### src/rtl/los_ais_cond.sv
module los_ais_cond #(
  parameter int unsigned LOS_WINDOW = 128
) (
  input  logic       clk,
  input  logic       rst_n,
  input  logic       los_raw,
  input  logic       filt_en,
  input  logic [1:0] ais_mode,
  input  logic       blue_sel,
  input  logic       line_ce,
  input  logic       blue_ce,
  input  logic       rx_pos,
  input  logic       rx_neg,
  output logic       los_out,
  output logic       ais_status,
  output logic       blue_active,
  output logic       tx_pos,
  output logic       tx_neg
);

  localparam int unsigned CW = (LOS_WINDOW > 1) ? $clog2(LOS_WINDOW) : 1;
  localparam logic [CW-1:0] LAST = CW'(LOS_WINDOW - 1);

  logic [CW-1:0] run_cnt;
  logic          los_held;
  logic          bit_tick;

  always_ff @(posedge clk or negedge rst_n) begin
    if (!rst_n) begin
      run_cnt  <= '0;
      los_held <= 1'b0;
    end else if (!los_raw) begin
      run_cnt  <= '0;
      los_held <= 1'b0;
    end else if (run_cnt == LAST) begin
      los_held <= 1'b1;
    end else begin
      run_cnt <= run_cnt + 1'b1;
    end
  end

  assign los_out     = filt_en ? los_held : los_raw;
  assign ais_status  = ais_mode[1] | ((ais_mode == 2'b00) & los_out);
  assign blue_active = ais_status & blue_sel;
  assign bit_tick    = blue_active ? blue_ce : line_ce;

  always_ff @(posedge clk or negedge rst_n) begin
    if (!rst_n) begin
      tx_pos <= 1'b0;
      tx_neg <= 1'b0;
    end else if (bit_tick) begin
      tx_pos <= ais_status | rx_pos;
      tx_neg <= ais_status | rx_neg;
    end
  end

endmodule

### config.mk
export PLATFORM = sky130hd
export DESIGN_NAME = los_ais_cond
export DESIGN_NICKNAME = d
export VERILOG_FILES = /design/src/rtl/los_ais_cond.sv
export SDC_FILE = /design/constraint.sdc
export NUM_CORES = 1
export LEC_CHECK = 0
export ABC_CLOCK_PERIOD_IN_PS = 1900
export BUFFER_PORTS_ARGS = -buffer_cell sky130_fd_sc_hd__clkbuf_2
export CORE_AREA = 10 10 47 49
export CTS_BUF_LIST = sky130_fd_sc_hd__clkbuf_4 sky130_fd_sc_hd__clkbuf_8
export DETAILED_ROUTE_END_ITERATION = 10
export DIE_AREA = 0 0 57 59
export HOLD_SLACK_MARGIN = 0.05
export MAX_ROUTING_LAYER = met4
export PLACE_DENSITY = 0.61
export SETUP_SLACK_MARGIN = 0.4
export SYNTH_ARGS = -nofsm -noshare
export SYNTH_HDL_FRONTEND = slang
export SYNTH_SLANG_ARGS = --single-unit
### constraint.sdc
create_clock -name clk -period 1.9 [get_ports clk]
set_input_delay 0.095 -clock clk [delete_from_list [all_inputs] [get_ports clk]]
set_output_delay 0.095 -clock clk [all_outputs]
set_load 0.05 [all_outputs]
==> flow_summary_export.csv <==
group,metric,value,unit
clock_network,h-tree-depth,1,
critical_path,worstSetupPathType,"reg -> reg",
min_path,holdCritPathClass,"in -> reg",
cells_and_area,final_common_cell,"clkbuf_2",
global_route,grt_overflow,0,
power_and_ir_drop,power.internal,327,µW
power_and_ir_drop,pwr-share-clk,30.4,%
yosys,syn_area_per_cell,11.6,µm²
die,std_cell_rows,14,
routing,ant_nets,0,
yosys,synthTopCellsByArea,"dfrtp_1 (51%), a31oi_1 (6.4%), mux2i_4 (4.6%)",
clock_network,post_cts_buffers,0,
yosys,synth-seq-cells,10,
cells_and_area,final_cell_count_no_fill,77,
routing,drtPass1Iterations,4,
sta,maxSlewHeadroom,81.4,%
critical_path,worstSetupEndpointType,"flip-flop",
critical_path,start_kind,"flip-flop",
clock_network,ctsLongestPathBuffers,2,
cells_and_area,drive_gt1_share,41.0,%
yosys,yosys.area.top_type,"dfrtp_1",
sta,setup_viol,0,
power_and_ir_drop,power_frac_seq,50.4,%
cells_and_area,mostFrequentLayoutCells,"clkbuf_2 (15), dfrtp_1 (10), a31oi_1 (5), o21ai_0 (4)",
clock_network,cts-root-buf,"clkbuf_4",
critical_path,cp_data_required_time,2050,ps
critical_path,crit_arrival,1570,ps
die,dieArea,3360,µm²
clock_network,cts_sinks,10,
cells_and_area,final_nets,75,
power_and_ir_drop,peakVddDrop,451,µV
die,dieWidth,57,µm
die,die_h,59,µm
run_status,outcome,"finished clean",
sta,fmax,0.705,GHz
power_and_ir_drop,combPwrFrac,19.3,%
die,core-area,1400,µm²
clock_network,cts.clk_slew.worst_paths,60,ps
yosys,netlist_area,489,µm²
yosys,synth_nets,54,
power_and_ir_drop,powerDensity,709,nW/µm²
run,maxCapViolCount,0,
routing,drtIter0Drc,7,
power_and_ir_drop,p_sw,125,µW
routing,routed-via-count,394,
die,ios,16,
cells_and_area,fillers,138,
sta,final-hold-violation-count,0,
global_route,grt.total_usage,6.56,%
sta,setup_tns,0,ps
clock_network,worst_skew_pair.late_latency,260,ps
placed_design,routabilityCongestion,0.742,
sta,tightestPinTransition,281,ps
yosys,yosys.area.top_type_share,51.2,%
sta,drv_slew,0,
routing,via_per_inst,5.12,
global_route,grt_pass1_vias,392,
yosys,ys_seq_area_share,51.2,%
routing,drt-total-wl,1.00,mm
cells_and_area,num_antenna_cells,0,
sta,rsz0062_at_grt,"no",
critical_path,critPathMaxFanout,7,
routing,wl_per_cell,13.0,µm
placed_design,port_buffers,15,
placed_design,place_inst,73,
die,start_util,34.9,%
clock_network,cts_tree,"yes",
cells_and_area,syn_to_final_growth,30.4,%
routing,drc,0,
sta,min_period_over_period,74.7,%
yosys,synth_cells,42,
global_route,grt_first_pass_wirelength,1.68,mm
yosys,ys_types,20,
clock_network,cts_made_buffers,3,
power_and_ir_drop,leakage,0.000330,µW
yosys,synth_warnings,0,
placed_design,dpl.hpwl,768,µm
power_and_ir_drop,swShare,27.7,%
global_route,antenna_found_initial,0,
global_route,grt_max_degree,11,
sta,fin_skew,4.18,ps
sta,period_minus_slack,1420,ps
logic make-up (layout without fill, tap and decap cells):
kind of cell	Yosys count	after routing	share of synthesized area, %
AO/OA/AOI/OAI	14	14	18.9
AND/OR/NAND/NOR	10	10	13.6
buffers and inverters	3	22	2.30
multiplexers	3	3	9.72
adder cells (fa/ha/maj)	1	1	2.56
XOR/XNOR	1	1	1.79
flip-flops	10	10	51.2
synth_stat cells, drive strengths merged:
cell type and count:
ha 1, o21bai 1, nand4 1, o21ai 5
and2 1, dfrtp 10, or2 1, mux2i 2
a31oi 5, inv 3, xor2 1, mux2 1
nand2b 1, a21boi 1, nor2b 2, nand2 1
and3 3, o22a 2
power groups by stage:
| stage | Clock [µW] | Sequential (µW) | Combinational (µW) |
|---|---|---|---|
| after floorplan | 0 | 245 | 43.2 |
| after global placement | 0 | 231 | 86.0 |
| after detailed placement | 0 | 232 | 87.0 |
| after CTS | 146 | 228 | 88.8 |
| after global routing | 157 | 229 | 93.3 |
| final | 137 | 228 | 87.2 |
per-stage QoR:
| step | hold WS (ps) | worst slack, ps | util (%) | power, µW | cell area (µm²) |
|---|---|---|---|---|---|
| after floorplan | -201 | 431 | - | 288 | 500 |
| after global placement | -28.5 | 449 | 42.5 | 317 | 596 |
| after detailed placement | -25.9 | 410 | 42.5 | 319 | 596 |
| after CTS | 68.9 | 443 | 45.4 | 462 | 637 |
| after global routing | 71.6 | 408 | 45.5 | 479 | 638 |
| final | 76.9 | 481 | 45.5 | 452 | 638 |
routing by layer:
metal / GRT usage, % / wire, µm
met1: 6.37 / 441
met5: - / 0
met3: 5.58 / 149
met4: 3.02 / 0
met2: 9.15 / 410
cell type report:
class	count	area [µm²]	area share, %
Timing Repair Buffer	16	85.1	13.3
Inverter	3	11.3	1.76
Tap cell	16	20.0	3.14
Clock buffer	3	22.5	3.53
Sequential cell	10	250	39.2
Multi-Input combinational cell	29	249	39.0
worst paths after layout:
check                           start    endpoint  depth (start not counted)  slack (ps)
min in group asynchronous       rst_n  run_cnt[4]                          2         230
setup / recovery           run_cnt[0]  run_cnt[0]                          5         480
hold / removal                 rx_neg      tx_neg                          2          80
max in group asynchronous       rst_n      tx_neg                          2        1470
hold reg to reg                tx_neg      tx_neg                          1         490
setup reg to reg           run_cnt[0]  run_cnt[0]                          5         480
flip-flops by register name (all words and copies together), names as in the netlist:
register,flops
tx_neg,1
tx_pos,1
run_cnt,7
los_held,1
repair_timing:
item	in CTS	in global routing
endpoints found under the setup margin	1	1
gates resized for setup	1	1
hold buffers	1	0
gates cloned	0	0
hold endpoints to repair	10	0
worst max-delay path: stages, from the launching register on:
cell	delay (ps)
dfrtp_1	380
ha_1	200
and3_2	250
nand4_4	170
xor2_1	170
and2_1	150
Power figures use the tool's default switching activity.
